### src/rtl/cmul_pkg.sv
package cmul_pkg;

  // Quantization choice applied to every partial product
  typedef enum logic {
    QM_TRUNC = 1'b0,
    QM_ROUND = 1'b1
  } qmode_e;

  // Index of each cross product inside the product bank
  localparam int unsigned P_RR   = 0;  // a_re * b_re
  localparam int unsigned P_II   = 1;  // a_im * b_im
  localparam int unsigned P_RI   = 2;  // a_re * b_im
  localparam int unsigned P_IR   = 3;  // a_im * b_re
  localparam int unsigned NPROD  = 4;

endpackage

### src/rtl/cmul_requant.sv
// One signed fractional multiply reduced back to operand width.
module cmul_requant
  import cmul_pkg::*;
#(
  parameter int W = 8
) (
  input  logic signed [W-1:0] x,
  input  logic signed [W-1:0] y,
  input  qmode_e              mode,
  output logic signed [W-1:0] q
);

  localparam int PW   = 2 * W;      // full product width
  localparam int SW   = PW + 1;     // product plus bias headroom
  localparam int LSB  = W - 1;      // first kept bit
  localparam int MSB  = PW - 2;     // last kept bit (duplicate sign dropped)

  logic signed [PW-1:0] prod;
  logic signed [SW-1:0] biased;
  logic signed [SW-1:0] bias;
  logic                 ovf;

  always_comb begin
    prod = x * y;
    bias = '0;
    if (mode == QM_ROUND) bias[LSB-1] = 1'b1;
    biased = $signed({prod[PW-1], prod}) + bias;
    // Kept field is [MSB:LSB]; overflow when the bit above disagrees with it
    ovf = biased[PW-1] ^ biased[MSB];
  end

  always_comb begin
    if (ovf) begin
      q = {1'b0, {(W-1){1'b1}}};
    end else begin
      q = biased[MSB:LSB];
    end
  end

endmodule

### src/rtl/cmul_prod_stage.sv
// First register stage: four requantized cross products.
module cmul_prod_stage
  import cmul_pkg::*;
#(
  parameter int W = 8
) (
  input  logic                       clk,
  input  logic                       rst,
  input  logic                       in_valid,
  input  qmode_e                     mode,
  input  logic signed [W-1:0]        a_re,
  input  logic signed [W-1:0]        a_im,
  input  logic signed [W-1:0]        b_re,
  input  logic signed [W-1:0]        b_im,
  output logic                       p_valid,
  output logic signed [NPROD-1:0][W-1:0] p_q
);

  logic signed [NPROD-1:0][W-1:0] opx;
  logic signed [NPROD-1:0][W-1:0] opy;
  logic signed [NPROD-1:0][W-1:0] q_next;

  always_comb begin
    opx[P_RR] = a_re;  opy[P_RR] = b_re;
    opx[P_II] = a_im;  opy[P_II] = b_im;
    opx[P_RI] = a_re;  opy[P_RI] = b_im;
    opx[P_IR] = a_im;  opy[P_IR] = b_re;
  end

  for (genvar k = 0; k < NPROD; k++) begin : g_mul
    cmul_requant #(.W(W)) u_rq (
      .x    (opx[k]),
      .y    (opy[k]),
      .mode (mode),
      .q    (q_next[k])
    );

    always_ff @(posedge clk) begin
      if (rst) begin
        p_q[k] <= '0;
      end else if (in_valid) begin
        p_q[k] <= q_next[k];
      end
    end
  end

  always_ff @(posedge clk) begin
    if (rst) begin
      p_valid <= 1'b0;
    end else begin
      p_valid <= in_valid;
    end
  end

endmodule

### src/rtl/cmul_combine.sv
// Second register stage: widened difference and sum.
module cmul_combine
  import cmul_pkg::*;
#(
  parameter int W = 8
) (
  input  logic                           clk,
  input  logic                           rst,
  input  logic                           p_valid,
  input  logic signed [NPROD-1:0][W-1:0] p_q,
  output logic                           out_valid,
  output logic signed [W:0]              out_re,
  output logic signed [W:0]              out_im
);

  logic signed [W:0] rr_x, ii_x, ri_x, ir_x;
  logic signed [W:0] re_next, im_next;

  always_comb begin
    rr_x    = {p_q[P_RR][W-1], p_q[P_RR]};
    ii_x    = {p_q[P_II][W-1], p_q[P_II]};
    ri_x    = {p_q[P_RI][W-1], p_q[P_RI]};
    ir_x    = {p_q[P_IR][W-1], p_q[P_IR]};
    re_next = rr_x - ii_x;
    im_next = ri_x + ir_x;
  end

  always_ff @(posedge clk) begin
    if (rst) begin
      out_valid <= 1'b0;
      out_re    <= '0;
      out_im    <= '0;
    end else begin
      out_valid <= p_valid;
      if (p_valid) begin
        out_re <= re_next;
        out_im <= im_next;
      end
    end
  end

endmodule

### src/rtl/cmul_fp.sv
module cmul_fp
  import cmul_pkg::*;
#(
  parameter int W = 8
) (
  input  logic                clk,
  input  logic                rst,
  input  logic                in_valid,
  input  logic                round_en,
  input  logic signed [W-1:0] a_re,
  input  logic signed [W-1:0] a_im,
  input  logic signed [W-1:0] b_re,
  input  logic signed [W-1:0] b_im,
  output logic                out_valid,
  output logic signed [W:0]   out_re,
  output logic signed [W:0]   out_im
);

  qmode_e                         mode;
  logic                           p_valid;
  logic signed [NPROD-1:0][W-1:0] p_q;

  assign mode = round_en ? QM_ROUND : QM_TRUNC;

  cmul_prod_stage #(.W(W)) u_prod (
    .clk      (clk),
    .rst      (rst),
    .in_valid (in_valid),
    .mode     (mode),
    .a_re     (a_re),
    .a_im     (a_im),
    .b_re     (b_re),
    .b_im     (b_im),
    .p_valid  (p_valid),
    .p_q      (p_q)
  );

  cmul_combine #(.W(W)) u_comb (
    .clk       (clk),
    .rst       (rst),
    .p_valid   (p_valid),
    .p_q       (p_q),
    .out_valid (out_valid),
    .out_re    (out_re),
    .out_im    (out_im)
  );

endmodule

### config.mk
export PLATFORM = sky130hd
export DESIGN_NAME = cmul_fp
export DESIGN_NICKNAME = d
export VERILOG_FILES = /design/src/rtl/cmul_pkg.sv /design/src/rtl/cmul_requant.sv /design/src/rtl/cmul_prod_stage.sv /design/src/rtl/cmul_combine.sv /design/src/rtl/cmul_fp.sv
export SDC_FILE = /design/constraint.sdc
export NUM_CORES = 1
export LEC_CHECK = 0
export ABC_AREA = 1
export BUFFER_PORTS_ARGS = -buffer_cell sky130_fd_sc_hd__clkbuf_2
export CAP_MARGIN = 20
export CORE_MARGIN = 10
export CORE_UTILIZATION = 25
export CTS_BUF_LIST = sky130_fd_sc_hd__clkbuf_8
export DETAILED_ROUTE_END_ITERATION = 12
export HOLD_SLACK_MARGIN = 0.12
export PLACE_DENSITY = 0.48
export SYNTH_ARGS = -nofsm -noshare
export SYNTH_HDL_FRONTEND = slang
export SYNTH_SLANG_ARGS = --single-unit
export TNS_END_PERCENT = 1
### constraint.sdc
create_clock -name clk -period 5.35 [get_ports clk]
set_input_delay 0.8025 -clock clk [delete_from_list [all_inputs] [get_ports clk]]
set_output_delay 0.8025 -clock clk [all_outputs]
set_load 0.03 [all_outputs]
==> metrics.cfg, run 1 <==
[outcome]
outcome=finished, final reports clean

[global_route]
grtUsageTotal_pct=11.6
grt_pass1_wl_mm=60.5
grt_overflow=0
grt_start_max_net_pins=32
first_global_vias=12100
antenna_found_initial=2

[clock_network]
clk_pin_slew_ns=0.10
htreeDepth=2
hold_buffers=0
cts_buffers=5
clk_latency_ns=0.32
clk_path_buf_depth=2
cts_tree=yes
clockRootBuffer=clkbuf_8
clock_sinks=52

[synth]
syn_nets=2263
synth_cells=1885
synth_common_cells=inv_1 (615), nand2_1 (430), fa_1 (218)
ys_seq_elements=52
ys_seq_area_share_pct=7.93
syn_area_um2=13100
avgSynthCellArea_um2=6.97
async_flop_share_pct=0
yosys.area.top_type=fa_1
synth_edf_count=0
yosysMostFrequentCell=inv_1
ys.flop_type=dfxtp_1
ys_types=36
synth_area_leaders=fa_1 (33%), inv_1 (18%), nand2_1 (12%), ha_1 (12%), dfxtp_1 (7.9%)
yosysWarnings=0
synth_top_area_share_pct=33.2

[sta]
maxSlewViolCount=0
fmax_mhz=195
setup_violations=0
skew_ns=0.0144
fin_crit_ns=5.12
finalHoldViolCount=0
rsz0062_at_grt=true
fin_hold_ws_ns=0.474
fin_crit_sh_pct=95.7
tightest_slew_ns=0.901
relSlewSlack_pct=39.8

[place]
dpl.hpwl_mm=31.0
gp_congestion=0.824
dp.cells=2732
io_buffers=54
placed_area_um2=15400

[routing]
num_vias=11200
avgRoutedWirePerCell_um=12.7
drtIter0Drc=418
drc_errors=0
postRouteAntennaNets=0
firstDrtPassIters=4
drt-total-wl_mm=34.9
viasPerCell=4.09

[critical_path]
end_kind=register
critPathMaxFanout=10
worstPathRequired_ns=5.57
crit_path_start_kind=primary input
cp.arrival_ns=5.34
path_class=primary input to register
critPathMaxStageDelay_ns=0.57
cp_common_cell=inv_1
crit_slowest_cell=fa_1

[floorplan]
die_y_um=249
start_util_pct=25.4
num_rows=83
dieWidth_um=249
die_area_um2=62100
num_io_pins=55
core_um2=51600

[final_layout]
stdcell_count=2744
nNetsFinal=2440
syn2layout_area_growth_pct=19.7
drive_above_1_share_pct=13.7
postLayoutCoreUtil_pct=30.5
finish.instance_area_um2=15700

[power]
power_density_nw_per_um2=500
leakagePower_nw=9.64
ir_drop_uv=207

[hold_path]
min_path_type=register to register

[flow_run]
maxCapViolations=0

==> cell type report <==
class                      count  area (µm²)
inverter                     618        2320
tap                          680         851
multi-input combinational   1153        9640
antenna                        1        2.50
fill                        5659       35900
sequential                    52        1040
timing repair buffer         232        1750
clock buffer                   5        68.8
clock inverter                 3        46.3
==> cell families after synthesis <==
| group | Yosys count | share of synthesized area (%) |
|---|---|---|
| adder cells (fa/ha/maj) | 342 | 45.0 |
| AO/OA/AOI/OAI | 119 | 4.95 |
| flip-flops | 52 | 7.93 |
| XOR/XNOR | 38 | 2.53 |
| buffers and inverters | 680 | 19.5 |
| AND/OR/NAND/NOR | 654 | 20.0 |
==> path summary, 6_finish.rpt <==
check | startpoint | to | slack, ns | cells after the start
max reg2reg | u_prod.p_q[16] | u_comb.out_im[8] | 3.39 | 12
min reg2reg | u_prod.p_q[15] | u_prod.p_q[15] | 0.47 | 2
max | a_im[7] | u_prod.p_q[25] | 0.23 | 26
min | u_prod.p_q[15] | u_prod.p_q[15] | 0.47 | 2
==> power by group <==
group	total, mW	switching, mW	internal [mW]
logic	6.96	3.84	3.12
clock network	0.288	0.146	0.142
registers	0.616	0.0923	0.524
==> cells in the final DEF (no fill, tap or decap), types with 4 or more instances in the layout <==
cell type,instances
buf_4,167
nor3_1,5
nand3_1,47
inv_1,615
fa_1,218
buf_12,9
nor2_2,7
ha_4,4
dfxtp_1,52
nand4_1,9
nand2_2,10
xor2_1,17
ha_1,120
a21oi_1,48
nand3_2,7
xnor2_1,21
clkbuf_4,9
clkbuf_8,5
a31oi_1,7
nor2_1,130
o21ai_1,8
clkbuf_2,44
o21ai_0,36
a21oi_2,8
nand2_1,427
==> flip-flops by register name, indices dropped and copies added (netlist names) <==
signal,flops
u_prod.p_valid,1
u_comb.out_im,9
u_comb.out_valid,1
u_prod.p_q,32
u_comb.out_re,9
==> metal layers <==
metal  GRT usage [%]  vias to the layer above  wire length (µm)
li1                -                     5692                 -
met1            15.4                     5392             17000
met2            20.6                      106             16600
met3           0.935                       19               914
met4            1.50                        2               357
met5               0                        -                13
==> worst max-delay path: cells and delay by family <==
family,cells,cell delay [ns]
compound gates,2,0.19
buf+inv,9,0.83
fa+ha+maj,6,2.60
xor+xnor,1,0.17
simple gates,8,0.72
==> stage by stage <==
step | worst slack [ns] | total power [mW] | setup TNS (ns)
finish | 0.232 | 7.86 | 0
detailed placement | -0.238 | 7.40 | -3.49
floorplan | -0.00963 | 4.93 | -0.00980
global route | -0.0636 | 9.07 | -0.298
CTS | 0.108 | 7.74 | 0
global placement | -0.260 | 7.37 | -2.81
==> what timing repair did <==
action / 4_1_cts / 5_1_grt
gates resized for setup: 0 / 47
setup endpoints to repair: 0 / 27
buffers inserted: 0 / 3
endpoints found under the hold margin: 0 / 0
Power figures use the tool's default switching activity.
==> run 2, diff against run 1 <==
- PLACE_DENSITY: 0.48 -> 0.47
- clock period: 5.35 -> 5.15 ns (I/O delays scaled with it)
==> metrics.cfg, run 2 (synthesis gave the netlist of run 1 again) <==
[critical_path]
path_cells=buf_4 > buf_6 > nand2_1 > inv_1 > fa_1 > buf_4 > fa_1 > inv_1 > fa_1 > inv_1 > fa_1 > ha_4 > a21oi_1 > a21boi_2 > nand2_1 > a21oi_2 > inv_1 > nand2_1 > nand2_1 > ha_4 > nor2_4 > nand2_2 > o21ai_2 > inv_1
cp-endpoint=u_prod.p_q[1]
path_class=primary input to register
reg2reg_setup_slack_ns=3.23  ; -0.16 ns
critPathMaxStageDelay_ns=0.59  ; +0.02 ns
worstReg2RegEnd=u_comb.out_re[8]
cp_common_cell=inv_1
end_kind=register
reg2reg_depth=3  ; -9
critPathMaxFanout=8  ; -2
crit_path_start_kind=primary input
reg2reg_from=u_prod.p_valid
crit_slowest_cell=fa_1
worstPathRequired_ns=5.39  ; -0.18 ns
cp.arrival_ns=5.21  ; -0.13 ns
critPathLaunch=a_re[7]

[sta]
fmax_mhz=201
finalWorstSetupSlack_ns=0.178  ; -0.0539 ns
finalHoldViolCount=0  ; unchanged
relSlewSlack_pct=36.8  ; -3.1 points
skew_ns=0.0132  ; -0.00114 ns
maxSlewViolCount=0  ; unchanged
setup_violations=0  ; unchanged
fin_hold_ws_ns=0.476  ; +0.00295 ns
rsz0062_at_grt=true
fin_crit_ns=4.97
setup_tns_ns=0  ; unchanged
tightest_slew_ns=0.947  ; +0.0462 ns
fin_crit_sh_pct=96.5

[clock_network]
clk_latency_ns=0.33  ; about the same
cts_tree=yes
clockRootBuffer=clkbuf_8
cts_buffers=5  ; unchanged
clk_path_buf_depth=2  ; unchanged
hold_buffers=0  ; unchanged
htreeDepth=2  ; unchanged
clk_pin_slew_ns=0.11  ; about the same
clock_sinks=52  ; unchanged

[place]
io_buffers=54  ; unchanged
place_ws_ns=-0.520  ; -0.283 ns
dpl.hpwl_mm=31.2  ; +0.63%
dp.cells=2752  ; +0.73%
gp_congestion=0.805  ; -2.3%

[power]
leakagePower_nw=9.80  ; +1.6%
ir_drop_uv=334  ; +61%
power_density_nw_per_um2=545  ; +9.0%

[floorplan]
core_um2=51600  ; unchanged
die_y_um=249  ; unchanged
start_util_pct=25.4  ; unchanged
num_rows=83  ; unchanged
num_io_pins=55  ; unchanged
die_area_um2=62100  ; unchanged
dieWidth_um=249  ; unchanged

[routing]
drc_errors=0  ; unchanged
viasPerCell=4.06  ; -0.72%
drt-total-wl_mm=35.7  ; +2.3%
num_vias=11200  ; +0.15%
avgRoutedWirePerCell_um=12.9  ; +1.4%
drtIter0Drc=406  ; -2.9%
postRouteAntennaNets=0  ; unchanged
firstDrtPassIters=5  ; +1

[global_route]
grt_pass1_wl_mm=60.7  ; +0.37%
first_global_vias=12100  ; -0.050%
grt_start_max_net_pins=32  ; unchanged
grtUsageTotal_pct=11.8  ; +0.16 points
grt_overflow=0  ; unchanged
antenna_found_initial=0  ; -2

[final_layout]
final_common_cell=inv_1
syn2layout_area_growth_pct=23.5
stdcell_count=2768  ; +0.87%
n_antenna_cell=0  ; -1
top_regs=u_prod.p_q x32, u_comb.out_im x9, u_comb.out_re x9
largest_reg_flops=32  ; unchanged
drive_above_1_share_pct=16.8  ; +3.1 points
nNetsFinal=2465  ; +1.0%
fill_cells=5612  ; -0.83%
multiInputGateArea_um2=9900  ; +2.7%
top_register=u_prod.p_q
postLayoutCoreUtil_pct=31.4  ; +0.98 points
final_cell_mix=inv_1 (612), nand2_1 (415), fa_1 (216), buf_4 (195), nor2_1 (121)
final-seq-area_um2=1040  ; unchanged

[outcome]
outcome=finished, final reports clean

[hold_path]
min_path_type=register to register

[flow_run]
maxCapViolations=0  ; unchanged

## run 2: what timing repair did
item / in CTS / in global routing
gates resized for setup: 9 / 124
setup buffers: 0 / 8
pin swaps: 1 / 26
setup endpoints to repair: 12 / 28
## run 2: layout make-up
class / instances / area share, %
inverter: 618 / 14.3
clock inverter: 3 / 0.285
timing repair buffer: 257 / 12.3
tap: 680 / 5.25
sequential: 52 / 6.42
clock buffer: 5 / 0.424
multi-input combinational: 1153 / 61.0
## run 2: worst min-delay path by stage
stage / from / end / slack (ns) / cells after the start
after floorplan: u_prod.p_q[15] / u_prod.p_q[15] / 0.44 / 2
after global placement: u_prod.p_q[15] / u_prod.p_q[15] / 0.46 / 2
after detailed placement: u_comb.out_im[8] / u_comb.out_im[8] / 0.46 / 2
after CTS: u_comb.out_im[8] / u_comb.out_im[8] / 0.48 / 2
after global routing: u_prod.p_q[15] / u_prod.p_q[15] / 0.49 / 2
final: u_comb.out_im[8] / u_comb.out_im[8] / 0.48 / 2
## run 2: metal layers
layer | global-route usage [%] | part of all wire [%]
met5 | 0 | 0
met4 | 2.47 | 1.9
met3 | 1.28 | 2.8
met2 | 20.2 | 47
met1 | 15.5 | 48
## run 2: where the power goes
part | switching [mW] | leakage (nW) | internal (mW) | total [mW]
combinational | 4.32 | 9.31 | 3.58 | 7.90
clock | 0.159 | 0.0548 | 0.147 | 0.306
sequential | 0.0949 | 0.432 | 0.544 | 0.639
## run 2: per-stage QoR
step           power [mW]  instance area, µm²
5_1_grt              10.1               16200
4_1_cts              8.22               15700
2_1_floorplan        5.27               13200
3_3_place_gp         7.82               15600
6_report             8.85               16200
3_5_place_dp         7.86               15600
## run 2: critical path, delay by kind of cell
family	cells	cell delay, ns
AND/OR/NAND/NOR	6	0.57
AO/OA/AOI/OAI	4	0.58
adder cells (fa/ha/maj)	6	2.55
buffers and inverters	8	0.74
==> run 3, diff against run 2 <==
- CELL_PAD_IN_SITES_DETAIL_PLACEMENT: default -> 2
- CELL_PAD_IN_SITES_GLOBAL_PLACEMENT: default -> 2
- PLACE_DENSITY: 0.47 -> 0.69
- SLEW_MARGIN: default -> 20
- SYNTH_HIERARCHICAL: default -> 1
==> metrics.cfg, run 3 <==
[final_layout]
final_cell_mix=inv_1 (678), nand2_1 (541), fa_1 (213), buf_4 (198), nor2_1 (167)
top_register=u_prod/p_q
multiInputGateArea_um2=10600  ; +7.1%
syn2layout_area_growth_pct=24.4
final-seq-area_um2=1040  ; unchanged
stdcell_count=3099  ; +12%
drive_above_1_share_pct=17.8  ; +1.0 points
nNetsFinal=2728  ; +11%
n_antenna_cell=0  ; unchanged
final_common_cell=inv_1
largest_reg_flops=32  ; unchanged
fill_cells=6680  ; +19%
postLayoutCoreUtil_pct=31.6  ; +0.15 points
top_regs=u_prod/p_q x32, u_comb/out_im x9, u_comb/out_re x9

[clock_network]
cts_buffers=5  ; unchanged
hold_buffers=0  ; unchanged
clk_latency_ns=0.33  ; about the same
clk_path_buf_depth=2  ; unchanged
htreeDepth=2  ; unchanged
clock_sinks=52  ; unchanged
clockRootBuffer=clkbuf_8
clk_pin_slew_ns=0.11  ; about the same
cts_tree=yes

[synth]
synth_edf_count=0  ; unchanged
synthSimpleGateAreaFrac_pct=25.3  ; +5.2 points
yosysMostFrequentCell=inv_1
synth_xor_area_share_pct=1.31  ; -1.2 points
async_flop_share_pct=0  ; unchanged
synth_area_leaders=fa_1 (31%), inv_1 (19%), nand2_1 (15%), ha_1 (11%), dfxtp_1 (7.4%)
synthMuxAreaShare_pct=0  ; unchanged
synth_top_family_by_area=adder cells
syn_area_um2=14000  ; +6.9%
ys_types=33  ; -8.3%
ys.flop_type=dfxtp_1
synth_cells=2130  ; +13%
yosysWarnings=6  ; +6
synth-compound-area-share_pct=3.17  ; -1.8 points
synth_adder_area_share_pct=42.2  ; -2.9 points
ys_seq_elements=52  ; unchanged
ys_seq_area_share_pct=7.42  ; -0.51 points
avgSynthCellArea_um2=6.59  ; -5.4%
yosys.area.top_type=fa_1
synth_top_area_share_pct=31.1  ; -2.1 points
synth_common_cells=inv_1 (695), nand2_1 (559), fa_1 (218)
syn_nets=2508  ; +11%

[sta]
fin_crit_sh_pct=96.6  ; about the same
tightest_slew_ns=0.945  ; -0.00260 ns
rsz0062_at_grt=true
relSlewSlack_pct=36.9  ; +0.17 points
setup_violations=0  ; unchanged
fmax_mhz=201  ; about the same
maxSlewViolCount=0  ; unchanged
fin_crit_ns=4.97  ; +0.00105 ns
finalHoldViolCount=0  ; unchanged
skew_ns=0.0126  ; -0.000614 ns

[power]
swShare_pct=54.4  ; +2.7 points
ir_drop_uv=318  ; -4.7%
power.internal_mw=5.12  ; +20%
leakagePower_nw=10.6  ; +8.1%
power_mw=11.2  ; +27%
combPwrFrac_pct=91.9  ; +2.6 points
power_density_nw_per_um2=642  ; +18%
p_seq_share_pct=5.8  ; -1.4 points
p_switching_mw=6.10  ; +33%
pwr-share-clk_pct=2.3  ; -1.2 points

[global_route]
grt_overflow=0  ; unchanged
first_global_vias=15400  ; +27%
grt_start_max_net_pins=66  ; +110%
grt_pass1_wl_mm=77.7  ; +28%
grtUsageTotal_pct=14.2  ; +2.4 points
antenna_found_initial=0  ; unchanged

[place]
dp.cells=3085  ; +12%
io_buffers=54  ; unchanged
gp_congestion=0.848  ; +5.3%
dpl.hpwl_mm=42.2  ; +35%

[routing]
drt-total-wl_mm=47.5  ; +33%
firstDrtPassIters=4  ; -1
drtIter0Drc=295  ; -27%
num_vias=13000  ; +16%
viasPerCell=4.20  ; +3.4%
postRouteAntennaNets=0  ; unchanged
drc_errors=0  ; unchanged
avgRoutedWirePerCell_um=15.3  ; +19%

[critical_path]
path_class=primary input to register
crit_path_start_kind=primary input
critPathMaxFanout=5  ; -3
end_kind=register
worstPathRequired_ns=5.42  ; +0.03 ns
cp.arrival_ns=5.24  ; +0.03 ns
reg2reg_setup_slack_ns=3.34  ; +0.11 ns

[hold_path]
min_path_type=register to register

[floorplan]
core_um2=55300  ; +7.2%
die_area_um2=66000  ; +6.3%
num_rows=86  ; +3.6%
start_util_pct=25.4  ; -0.069 points
num_io_pins=55  ; unchanged
die_y_um=257  ; +3.1%
dieWidth_um=257  ; +3.1%

[outcome]
outcome=finished, final reports clean

[flow_run]
maxCapViolations=0  ; unchanged

==> run 3: cell count changes after synthesis, moves of 11 or more <==
cell,before,now
o21ai_1,3,14
nor2_1,134,183
o21ai_0,41,25
inv_1,615,695
clkbuf_1,57,45
nand2_1,430,559
a21oi_1,52,34
nand3_1,50,80
==> run 3: kinds of logic after synthesis <==
group | count (synthesis)
AOI/OAI and AO/OA | 83
xor gates and xnor gates | 21
adders and majority gates | 342
buffers and inverters | 759
DFF | 52
and+or+nand+nor | 873
==> run 3: final timing paths <==
path,from,to,cells past startpoint
max,b_im[6],u_prod/p_q[9],26
min,u_prod/p_q[30],u_prod/p_q[30],2
max reg2reg,u_prod/p_q[0],u_comb/out_re[8],11
min reg2reg,u_prod/p_q[30],u_prod/p_q[30],2
==> run 3: area by class of cell <==
class                      instances  share of cell area (%)
sequential                        52                    5.96
timing repair buffer             271                    12.4
clock buffer                       5                   0.394
multi-input combinational       1319                    60.7
tap                              748                    5.36
clock inverter                     3                   0.115
inverter                         701                    15.1
==> run 3: worst max-delay path: stages <==
cell	delay [ns]
clkbuf_2	0.15
buf_4	0.17
nand2_1	0.06
inv_1	0.05
fa_1	0.53
fa_1	0.44
fa_1	0.49
inv_1	0.05
fa_1	0.54
inv_1	0.05
ha_1	0.32
buf_4	0.14
nand2_1	0.09
nor2_2	0.13
nand3_1	0.12
nand3_1	0.11
nand2_1	0.05
nand2_1	0.06
inv_1	0.06
ha_4	0.30
inv_4	0.04
nand3_1	0.10
inv_1	0.06
nand2_1	0.08
nand2_1	0.10
nor2_1	0.14
==> run 3: metrics by stage <==
| stage | TNS (ns) | setup WS (ns) | area, µm² | hold slack, ns |
|---|---|---|---|---|
| after global routing | -0.359 | -0.0718 | 17500 | 0.512 |
| final | 0 | 0.177 | 17500 | 0.484 |
| after floorplan | 0 | 0.0160 | 14000 | 0.449 |
| after detailed placement | -14.70 | -0.700 | 16700 | 0.474 |
| after global placement | -9.99 | -0.560 | 16700 | 0.461 |
| after CTS | -0.00268 | -0.00268 | 16900 | 0.490 |
==> run 3: layer usage <==
layer | routed length [µm] | GRT usage [%] | up-vias | share of wire [%]
li1 | - | - | 6407 | -
met1 | 21100 | 16.9 | 6501 | 44
met2 | 25300 | 27.6 | 77 | 53
met3 | 805 | 1.28 | 16 | 1.7
met4 | 293 | 1.35 | 0 | 0.62
met5 | 0 | 0 | - | 0
==> run 3: power groups by stage <==
stage | Sequential [mW] | Combinational, mW | Clock [mW]
2_1_floorplan | 0.647 | 5.50 | 0
3_3_place_gp | 0.655 | 8.87 | 0
3_5_place_dp | 0.661 | 9.30 | 0
4_1_cts | 0.653 | 9.55 | 0.273
5_1_grt | 0.665 | 11.8 | 0.291
6_report | 0.647 | 10.3 | 0.259
==> run 3: timing repair <==
| item | in CTS | in global routing |
|---|---|---|
| buffers inserted | 0 | 6 |
| setup endpoints to repair | 28 | 28 |
| pin swaps | 4 | 26 |
| resized for setup | 35 | 119 |
| cloned | 0 | 0 |
